$ cat config.mk
export PLATFORM = sky130hd
export DESIGN_NAME = flash_prog_seq
export DESIGN_NICKNAME = d
export VERILOG_FILES = /design/src/rtl/flash_seq_pkg.sv /design/src/rtl/fs_cmd_seq.sv /design/src/rtl/fs_bus_engine.sv /design/src/rtl/fs_poll_track.sv /design/src/rtl/flash_prog_seq.sv
export SDC_FILE = /design/constraint.sdc
export NUM_CORES = 1
export LEC_CHECK = 0
export ABC_AREA = 0
export BUFFER_PORTS_ARGS = -buffer_cell sky130_fd_sc_hd__buf_2
export CORE_MARGIN = 1.5
export CORE_UTILIZATION = 60
export CTS_BUF_LIST = sky130_fd_sc_hd__clkbuf_2 sky130_fd_sc_hd__clkbuf_4 sky130_fd_sc_hd__clkbuf_8
export CTS_CLUSTER_DIAMETER = 60
export DETAILED_ROUTE_END_ITERATION = 8
export HOLD_SLACK_MARGIN = 0.05
export PLACE_DENSITY = 0.79
export SETUP_SLACK_MARGIN = 0.4
export SYNTH_ARGS = -nofsm -noshare
export SYNTH_HDL_FRONTEND = slang
export SYNTH_SLANG_ARGS = --single-unit
$ cat constraint.sdc
create_clock -name clk -period 2.9 [get_ports clk]
set_input_delay 0.29 -clock clk [delete_from_list [all_inputs] [get_ports clk]]
set_output_delay 0.29 -clock clk [all_outputs]
set_load 0.05 [all_outputs]
$ cat src/rtl/flash_seq_pkg.sv
package flash_seq_pkg;

  typedef enum logic [1:0] {
    OP_PROG = 2'b00,
    OP_SECT = 2'b01,
    OP_CHIP = 2'b10,
    OP_RSVD = 2'b11
  } fs_op_e;

  typedef enum logic [2:0] {
    B_IDLE,
    B_WSET,
    B_WLOW,
    B_WHIGH,
    B_RTURN,
    B_RACC,
    B_RREC
  } fs_bus_st_e;

  typedef enum logic [2:0] {
    T_IDLE,
    T_WR_GO,
    T_WR_WAIT,
    T_RD_GO,
    T_RD_WAIT
  } fs_top_st_e;

  localparam logic [15:0] UNLOCK_ADDR_A = 16'h5555;
  localparam logic [15:0] UNLOCK_ADDR_B = 16'h2AAA;
  localparam logic [7:0]  KEY_A         = 8'hAA;
  localparam logic [7:0]  KEY_B         = 8'h55;
  localparam logic [7:0]  CMD_PROG      = 8'hA0;
  localparam logic [7:0]  CMD_ERASE     = 8'h80;
  localparam logic [7:0]  CMD_SECT      = 8'h30;
  localparam logic [7:0]  CMD_CHIP      = 8'h10;

endpackage

$ cat src/rtl/fs_cmd_seq.sv
module fs_cmd_seq
  import flash_seq_pkg::*;
#(
  parameter int AW        = 19,
  parameter int SECT_BITS = 12
) (
  input  fs_op_e          op,
  input  logic [2:0]      step,
  input  logic [AW-1:0]   tgt_addr,
  input  logic [7:0]      tgt_data,
  output logic [AW-1:0]   cmd_addr,
  output logic [7:0]      cmd_data,
  output logic            last_step,
  output logic [AW-1:0]   poll_addr
);

  localparam logic [AW-1:0] ADDR_A = AW'(UNLOCK_ADDR_A);
  localparam logic [AW-1:0] ADDR_B = AW'(UNLOCK_ADDR_B);
  localparam logic [2:0]    PROG_LAST = 3'd3;
  localparam logic [2:0]    ERASE_LAST = 3'd5;

  logic [AW-1:0] sect_base;
  logic          is_prog;
  logic          is_sect;

  assign sect_base = {tgt_addr[AW-1:SECT_BITS], {SECT_BITS{1'b0}}};
  assign is_prog   = (op == OP_PROG);
  assign is_sect   = (op == OP_SECT);
  assign last_step = is_prog ? (step == PROG_LAST) : (step == ERASE_LAST);

  always_comb begin
    if (is_prog)      poll_addr = tgt_addr;
    else if (is_sect) poll_addr = sect_base;
    else              poll_addr = ADDR_A;
  end

  always_comb begin
    cmd_addr = ADDR_A;
    cmd_data = KEY_A;
    unique case (step)
      3'd0: begin cmd_addr = ADDR_A; cmd_data = KEY_A; end
      3'd1: begin cmd_addr = ADDR_B; cmd_data = KEY_B; end
      3'd2: begin cmd_addr = ADDR_A; cmd_data = is_prog ? CMD_PROG : CMD_ERASE; end
      3'd3: begin
        if (is_prog) begin cmd_addr = tgt_addr; cmd_data = tgt_data; end
        else         begin cmd_addr = ADDR_A;   cmd_data = KEY_A;    end
      end
      3'd4: begin cmd_addr = ADDR_B; cmd_data = KEY_B; end
      3'd5: begin
        if (is_sect) begin cmd_addr = sect_base; cmd_data = CMD_SECT; end
        else         begin cmd_addr = ADDR_A;    cmd_data = CMD_CHIP; end
      end
      default: begin cmd_addr = ADDR_A; cmd_data = KEY_A; end
    endcase
  end

endmodule

$ cat src/rtl/fs_bus_engine.sv
module fs_bus_engine
  import flash_seq_pkg::*;
#(
  parameter int AW          = 19,
  parameter int SETUP_CYC   = 1,
  parameter int WE_LOW_CYC  = 4,
  parameter int WE_HIGH_CYC = 3,
  parameter int RD_ACC_CYC  = 7
) (
  input  logic          clk,
  input  logic          rst_n,
  input  logic          start,
  input  logic          is_read,
  input  logic [AW-1:0] op_addr,
  input  logic [7:0]    op_data,
  output logic          done,
  output logic [7:0]    rd_data,
  output logic          ce_n,
  output logic          oe_n,
  output logic          we_n,
  output logic          dq_oe,
  output logic [AW-1:0] bus_addr,
  output logic [7:0]    dq_out,
  input  logic [7:0]    dq_in
);

  localparam int MAX_A = (SETUP_CYC > WE_LOW_CYC) ? SETUP_CYC : WE_LOW_CYC;
  localparam int MAX_B = (WE_HIGH_CYC > RD_ACC_CYC) ? WE_HIGH_CYC : RD_ACC_CYC;
  localparam int MAXC  = (MAX_A > MAX_B) ? MAX_A : MAX_B;
  localparam int CW    = (MAXC > 1) ? $clog2(MAXC) : 1;
  localparam logic [CW-1:0] L_SET  = CW'(SETUP_CYC - 1);
  localparam logic [CW-1:0] L_LOW  = CW'(WE_LOW_CYC - 1);
  localparam logic [CW-1:0] L_HIGH = CW'(WE_HIGH_CYC - 1);
  localparam logic [CW-1:0] L_ACC  = CW'(RD_ACC_CYC - 1);

  fs_bus_st_e    st;
  logic [CW-1:0] cnt;
  logic [AW-1:0] addr_q;
  logic [7:0]    data_q;
  logic [7:0]    rd_q;
  logic          cnt_zero;

  assign cnt_zero = (cnt == '0);

  always_ff @(posedge clk or negedge rst_n) begin
    if (!rst_n) begin
      st     <= B_IDLE;
      cnt    <= '0;
      addr_q <= '0;
      data_q <= '0;
      rd_q   <= '0;
    end else begin
      unique case (st)
        B_IDLE: begin
          if (start) begin
            addr_q <= op_addr;
            data_q <= op_data;
            if (is_read) begin
              st  <= B_RTURN;
              cnt <= '0;
            end else begin
              st  <= B_WSET;
              cnt <= L_SET;
            end
          end
        end
        B_WSET: begin
          if (cnt_zero) begin st <= B_WLOW; cnt <= L_LOW; end
          else cnt <= cnt - 1'b1;
        end
        B_WLOW: begin
          if (cnt_zero) begin st <= B_WHIGH; cnt <= L_HIGH; end
          else cnt <= cnt - 1'b1;
        end
        B_WHIGH: begin
          if (cnt_zero) st <= B_IDLE;
          else cnt <= cnt - 1'b1;
        end
        B_RTURN: begin
          st  <= B_RACC;
          cnt <= L_ACC;
        end
        B_RACC: begin
          if (cnt_zero) begin st <= B_RREC; rd_q <= dq_in; end
          else cnt <= cnt - 1'b1;
        end
        B_RREC:  st <= B_IDLE;
        default: st <= B_IDLE;
      endcase
    end
  end

  assign ce_n     = (st == B_IDLE);
  assign we_n     = (st != B_WLOW);
  assign oe_n     = (st != B_RACC);
  assign dq_oe    = (st == B_WSET) || (st == B_WLOW) || (st == B_WHIGH);
  assign bus_addr = addr_q;
  assign dq_out   = data_q;
  assign rd_data  = rd_q;
  assign done     = ((st == B_WHIGH) && cnt_zero) || (st == B_RREC);

  // flash outputs never open while the data driver is on
  a_r5_no_contention: assert property (@(posedge clk) disable iff (!rst_n)
    !oe_n |-> !dq_oe);

  // output enable stays high for the whole strobe
  a_r4_oe_high_in_write: assert property (@(posedge clk) disable iff (!rst_n)
    !we_n |-> (oe_n && !ce_n));

  // address and data held across the strobe
  a_r4_stable_under_strobe: assert property (@(posedge clk) disable iff (!rst_n)
    (!we_n && $past(!we_n)) |-> ($stable(bus_addr) && $stable(dq_out)));

endmodule

$ cat src/rtl/fs_poll_track.sv
module fs_poll_track #(
  parameter int TW           = 24,
  parameter int VERIFY_READS = 2,
  parameter int TOGGLE_BIT   = 6
) (
  input  logic          clk,
  input  logic          rst_n,
  input  logic          clear,
  input  logic          sample,
  input  logic [7:0]    rd_byte,
  input  logic [TW-1:0] limit,
  output logic          finished,
  output logic          timed_out
);

  localparam int NEED = VERIFY_READS + 1;
  localparam int RW   = $clog2(NEED + 1);
  localparam logic [RW-1:0] RUN_DONE = RW'(NEED - 1);

  logic          prev_bit;
  logic          have_prev;
  logic [RW-1:0] run;
  logic [TW-1:0] tmo_cnt;
  logic          cur_bit;
  logic          match;
  logic          rd_unused;

  assign cur_bit   = rd_byte[TOGGLE_BIT];
  assign rd_unused = ^rd_byte;
  assign match     = have_prev && (cur_bit == prev_bit);
  assign finished  = sample && match && (run == RUN_DONE);
  assign timed_out = sample && !finished && (tmo_cnt >= limit);

  always_ff @(posedge clk or negedge rst_n) begin
    if (!rst_n) begin
      prev_bit  <= 1'b0;
      have_prev <= 1'b0;
      run       <= '0;
      tmo_cnt   <= '0;
    end else if (clear) begin
      have_prev <= 1'b0;
      run       <= '0;
      tmo_cnt   <= '0;
    end else begin
      if (tmo_cnt != {TW{1'b1}}) tmo_cnt <= tmo_cnt + 1'b1;
      if (sample) begin
        prev_bit  <= cur_bit;
        have_prev <= 1'b1;
        run       <= match ? run + 1'b1 : '0;
      end
    end
  end

  // a single read can never end polling on its own
  a_r7_first_read_not_final: assert property (@(posedge clk) disable iff (!rst_n)
    (sample && !have_prev) |-> !finished);

endmodule

$ cat src/rtl/flash_prog_seq.sv
module flash_prog_seq
  import flash_seq_pkg::*;
#(
  parameter int AW           = 19,
  parameter int SECT_BITS    = 12,
  parameter int SETUP_CYC    = 1,
  parameter int WE_LOW_CYC   = 4,
  parameter int WE_HIGH_CYC  = 3,
  parameter int RD_ACC_CYC   = 7,
  parameter int VERIFY_READS = 2,
  parameter int PROG_TO_CYC  = 2000,
  parameter int SECT_TO_CYC  = 2500000,
  parameter int CHIP_TO_CYC  = 10000000
) (
  input  logic          clk,
  input  logic          rst_n,
  input  logic          req_valid,
  output logic          req_ready,
  input  logic [1:0]    req_op,
  input  logic [AW-1:0] req_addr,
  input  logic [7:0]    req_data,
  output logic          done_o,
  output logic          err_o,
  output logic          fl_ce_n,
  output logic          fl_oe_n,
  output logic          fl_we_n,
  output logic [AW-1:0] fl_addr,
  output logic [7:0]    fl_dq_out,
  output logic          fl_dq_oe,
  input  logic [7:0]    fl_dq_in
);

  localparam int MAX_PS = (PROG_TO_CYC > SECT_TO_CYC) ? PROG_TO_CYC : SECT_TO_CYC;
  localparam int MAX_TO = (MAX_PS > CHIP_TO_CYC) ? MAX_PS : CHIP_TO_CYC;
  localparam int TW     = $clog2(MAX_TO + 2);

  fs_top_st_e    st;
  fs_op_e        op_q;
  logic [AW-1:0] addr_q;
  logic [7:0]    data_q;
  logic [2:0]    step_q;
  logic          done_q;
  logic          err_q;

  logic [AW-1:0] cmd_addr;
  logic [7:0]    cmd_data;
  logic          last_step;
  logic [AW-1:0] poll_addr;

  logic          eng_start;
  logic          eng_read;
  logic          eng_done;
  logic [7:0]    eng_rd;
  logic          poll_clear;
  logic          poll_sample;
  logic          poll_fin;
  logic          poll_tmo;
  logic [TW-1:0] limit;
  logic          accept;

  assign req_ready = (st == T_IDLE);
  assign accept    = req_valid && req_ready;

  fs_cmd_seq #(.AW(AW), .SECT_BITS(SECT_BITS)) u_cmd (
    .op        (op_q),
    .step      (step_q),
    .tgt_addr  (addr_q),
    .tgt_data  (data_q),
    .cmd_addr  (cmd_addr),
    .cmd_data  (cmd_data),
    .last_step (last_step),
    .poll_addr (poll_addr)
  );

  assign eng_start = (st == T_WR_GO) || (st == T_RD_GO);
  assign eng_read  = (st == T_RD_GO);

  fs_bus_engine #(
    .AW(AW), .SETUP_CYC(SETUP_CYC), .WE_LOW_CYC(WE_LOW_CYC),
    .WE_HIGH_CYC(WE_HIGH_CYC), .RD_ACC_CYC(RD_ACC_CYC)
  ) u_bus (
    .clk      (clk),
    .rst_n    (rst_n),
    .start    (eng_start),
    .is_read  (eng_read),
    .op_addr  (eng_read ? poll_addr : cmd_addr),
    .op_data  (cmd_data),
    .done     (eng_done),
    .rd_data  (eng_rd),
    .ce_n     (fl_ce_n),
    .oe_n     (fl_oe_n),
    .we_n     (fl_we_n),
    .dq_oe    (fl_dq_oe),
    .bus_addr (fl_addr),
    .dq_out   (fl_dq_out),
    .dq_in    (fl_dq_in)
  );

  always_comb begin
    unique case (op_q)
      OP_PROG: limit = TW'(PROG_TO_CYC);
      OP_SECT: limit = TW'(SECT_TO_CYC);
      default: limit = TW'(CHIP_TO_CYC);
    endcase
  end

  assign poll_clear  = (st == T_WR_WAIT) && eng_done && last_step;
  assign poll_sample = (st == T_RD_WAIT) && eng_done;

  fs_poll_track #(.TW(TW), .VERIFY_READS(VERIFY_READS), .TOGGLE_BIT(6)) u_poll (
    .clk       (clk),
    .rst_n     (rst_n),
    .clear     (poll_clear),
    .sample    (poll_sample),
    .rd_byte   (eng_rd),
    .limit     (limit),
    .finished  (poll_fin),
    .timed_out (poll_tmo)
  );

  always_ff @(posedge clk or negedge rst_n) begin
    if (!rst_n) begin
      st     <= T_IDLE;
      op_q   <= OP_PROG;
      addr_q <= '0;
      data_q <= '0;
      step_q <= '0;
      done_q <= 1'b0;
      err_q  <= 1'b0;
    end else begin
      done_q <= 1'b0;
      err_q  <= 1'b0;
      unique case (st)
        T_IDLE: begin
          if (accept) begin
            op_q   <= fs_op_e'(req_op);
            addr_q <= req_addr;
            data_q <= req_data;
            step_q <= '0;
            if (fs_op_e'(req_op) == OP_RSVD) err_q <= 1'b1;
            else st <= T_WR_GO;
          end
        end
        T_WR_GO:   st <= T_WR_WAIT;
        T_WR_WAIT: begin
          if (eng_done) begin
            if (last_step) st <= T_RD_GO;
            else begin
              step_q <= step_q + 1'b1;
              st     <= T_WR_GO;
            end
          end
        end
        T_RD_GO:   st <= T_RD_WAIT;
        T_RD_WAIT: begin
          if (eng_done) begin
            if (poll_fin) begin
              done_q <= 1'b1;
              st     <= T_IDLE;
            end else if (poll_tmo) begin
              err_q <= 1'b1;
              st    <= T_IDLE;
            end else begin
              st <= T_RD_GO;
            end
          end
        end
        default: st <= T_IDLE;
      endcase
    end
  end

  assign done_o = done_q;
  assign err_o  = err_q;

  // a real request takes the block out of idle
  a_r9_accept_busy: assert property (@(posedge clk) disable iff (!rst_n)
    (req_valid && req_ready && (req_op != 2'b11)) |=> !req_ready);

  // the bus is quiet whenever a new request may be taken
  a_r9_idle_bus_quiet: assert property (@(posedge clk) disable iff (!rst_n)
    req_ready |-> (fl_ce_n && fl_we_n && fl_oe_n && !fl_dq_oe));

  // one outcome per report cycle, with the block idle
  a_r10_single_outcome: assert property (@(posedge clk) disable iff (!rst_n)
    (done_o || err_o) |-> (!(done_o && err_o) && req_ready));

  // reserved code answered in the next cycle
  a_r12_reserved_err: assert property (@(posedge clk) disable iff (!rst_n)
    (req_valid && req_ready && (req_op == 2'b11)) |=> err_o);

endmodule

==> impl.org <==
** Status
- The flow ran to the end, and the final reports show no timing, DRC or antenna violations.

** Synthesis
- Synth Area per Inst :: 9.90 um2
- Counting distinct cell types in the post-synthesis netlist gives 62.
- dfrtp_1 takes more of the synthesized area than any other cell.
- After synthesis, the largest family of logic cells by area is simple AND/OR/NAND/NOR gates.
- In the synthesized netlist the dominant register cell turns out to be dfrtp_1.
- Nets in the synthesized netlist :: 609
- Sequential elements use 45.9% of the synthesized area.
- Yosys attributes the largest share of cell area to dfrtp_1, mux2_2, ha_1.
- Yosys top cell area share :: 45.9%
- After synthesis the netlist holds a flip-flop and latch count of 99.
- Share of the synthesized area in compound gates (AO/OA/AOI/OAI) :: 16.1%
- Warning count from the yosys run :: 0
- In the synthesized netlist, the number of instances is 545.
- Yosys mapped a number of flops with a built-in enable equal to 0.
- Xor/xnor cell area share of the yosys netlist :: 3.25%
- Area share of and/or/nand/nor cells after synthesis :: 17.8%
- Synth Cell Area :: 5400 um2
- Proportion of synthesized flip-flops having asynchronous set or reset :: 100%
- Adder and majority gate portion of the synthesized area :: 5.56%
- Proportion of synthesized area in mux cells :: 6.24%

** Layout
- The finished cells cover 5980 um2.
- Final design utilization :: 68.6%
- Excluding fillers, the count of instances in the completed layout stands at 719.
- The multi-input combinational cells in the finished layout cover a total of 2650 um2.
- Of the cells placed in the final design, the portion with a size suffix greater than 1 is 24.2%.
- Total area of sequential cells :: 2480 um2
- After filler insertion, the fill cell instance count of the layout stands at 695.
- Relative to the synthesized area, the layout overhead comes to 10.8%.
- Diode count :: 0
- Leaving out fill and tap cells, the most frequent cell in the layout is dfrtp_1.
- Net count reported at finish :: 670
- In the layout the commonest cells are dfrtp_1, nand2_1, buf_2.

** Routing
- The first TritonRoute pass finished after 5 iterations.
- Dividing the detail-routed wire length by the instance count gives 15.6 um.
- Detailed Route Iter0 Violations :: 149
- Remaining antenna violation count after routing :: 0
- Post-Route WL :: 11.2 mm
- Mean number of vias per cell :: 5.89
- Detailed-route DRC error count :: 0
- Detailed routing inserted a total of 4238 vias.

** Floorplanning
- Placeable Area :: 8720 um2
- In this run the count of I/O pins placed on the die edge is 74.
- The initial utilization of the core area, before any placement, comes to 61.9%.
- Die outline height :: 97.8 um
- DIE WIDTH :: 97.8 um
- Num rows :: 34
- The floorplan step defined a die boundary enclosing 9570 um2.

** Clock network
- The root buffer cell chosen for the clock tree is clkbuf_8.
- Postcts setup bufs :: 0
- For the worst-skew pair, the clock arrives at the later sink with an insertion delay of 370 ps.
- Number of buffers created by CTS :: 9
- After clock tree synthesis, the clock-pin slew on the worst setup and hold paths is 100 ps.
- TritonCTS built the clock tree.
- No sink is reached through more buffers than the 2 on the longest clock path.
- CTS sink count :: 99
- The H-tree generated during clock tree synthesis spans 3 levels.

** Power and ir drop
- Total power of the final layout :: 2.29 mW
- Maximum resistive drop on vdd :: 0.259 mV
- Power density over the cells :: 383 nW/um2
- LEAKAGE :: 2.81 nW

** Global route
- The number of antenna violations at the first check in global routing came to 0.
- Overflow after GRT :: 0
- For this run, the total global-route usage over all layers was measured as 24.6%.
- The number of global-route vias before repair is 4104.
- Largest net degree at the start of global routing :: 56
- The first global-routing pass estimated 19.3 mm of wire.

** STA
- Fmax :: 421 MHz
- Worst-Margin Slew :: 727 ps
- Post-route setup TNS :: 0 ps
- The worst path in the final design needs a cycle of 2380 ps, including I/O delays and setup.
- Final hold vios :: 0
- Headroom to the max-slew limit came out at 51.6%.
- Setup repair after global routing left no endpoint under its margin.
- Setup slack on the critical path of the routed design comes to 523 ps.
- Layout Skew :: 8.94 ps
- Final number of setup-violating endpoints :: 0
- Final Slew Violations :: 0
- Ratio of final minimum period to clock period :: 82.0%
- Hold Slack :: 141 ps

** Place
- Weighted congestion at the end of routability-driven global placement :: 0.863
- Placed inst area :: 5770 um2
- Count of buffers from port buffering :: 66
- Placed wire-length estimate after detailed placement :: 8.08 mm
- Before CTS, the worst setup slack after placement is 444 ps.
- The number of placed instances, taps included, is 702.

** Worst setup path
- STA classifies the critical path endpoint as a flip-flop.
- Data on the critical path arrives at its endpoint at 2630 ps.
- Crit path kind :: flip-flop to flip-flop
- WP data required :: 3150 ps
- Launching element type of the critical path :: flip-flop
- In this run the worst path has a maximum fanout of 20.

** Min path
- The path class of the tightest hold or removal check is input pin to flip-flop.

** Run
- Max-cap check violation count :: 0
==> final cells by class <==
cell class	instances	area share, %
flip-flops and latches	99	41.5
inverters	23	1.44
clock buffers	9	2.07
clock inverters	7	1.13
well taps	108	2.26
repair buffers	78	7.32
multi-input cells	395	44.3
==> cells by family after synthesis <==
kind of cell | Yosys count
simple gates | 191
compound gates | 130
flops | 99
buf+inv | 51
mux | 30
fa+ha+maj | 24
xor+xnor | 20
==> where the power goes <==
part | total [mW] | leakage [nW] | internal [mW] | switching, mW
registers | 1.38 | 1.29 | 1.38 | 0
logic | 0.0534 | 1.42 | 0.0196 | 0.0338
clock network | 0.857 | 0.0958 | 0.336 | 0.522
==> worst max-delay path, cell delays in order (launching register included) <==
cell	delay (ps)
dfrtp_1	540
inv_1	160
ha_2	320
nor3b_2	310
a31oi_4	50
and4b_1	470
buf_4	320
nor2_1	80
==> flip-flops by register name, summed over array words and instances, names as in the netlist, 3 cells and up <==
name,count
st,3
step_q,3
u_bus.dq_out,8
u_bus.cnt,3
u_poll.tmo_cnt,24
addr_q,19
u_bus.bus_addr,19
u_bus.st,3
data_q,8
==> worst paths after layout <==
check | start | endpoint | slack (ps) | cells after the start
worst max-delay path | step_q[2] | u_poll.tmo_cnt[8] | 520 | 7
worst min-delay path | req_addr[7] | addr_q[7] | 140 | 2
worst max register to register | step_q[2] | u_poll.tmo_cnt[8] | 520 | 7
worst min register to register | u_bus.bus_addr[15] | u_bus.bus_addr[15] | 490 | 2
max in group asynchronous | rst_n | addr_q[13] | 1690 | 3
min in group asynchronous | rst_n | u_bus.cnt[0] | 510 | 2
==> what timing repair did <==
| item | in CTS | in global routing |
|---|---|---|
| endpoints found under the hold margin | 54 | 0 |
| endpoints found under the setup margin | 0 | 23 |
| resized for setup | 0 | 2 |
| hold buffers | 1 | 0 |
==> cells in the mapped netlist, types with 8 or more instances <==
| master | count |
|---|---|
| a211oi_1 | 14 |
| a21oi_1 | 35 |
| buf_2 | 8 |
| buf_6 | 9 |
| dfrtp_1 | 99 |
| ha_1 | 24 |
| inv_1 | 23 |
| mux2_2 | 29 |
| nand2_1 | 65 |
| nand3_1 | 14 |
| nor2_1 | 56 |
| o21ai_0 | 33 |
| xnor2_1 | 20 |
==> metal layers <==
metal | share of wire, % | GRT usage, % | up-vias | routed length, um
met5 | 0 | 0 | - | 0
met4 | 1.4 | 8.24 | 0 | 158
met3 | 3.9 | 4.29 | 14 | 435
met2 | 51 | 41.1 | 111 | 5730
met1 | 44 | 32.6 | 2070 | 4900
li1 | - | - | 2043 | -
(Power assumes the default switching activity.)
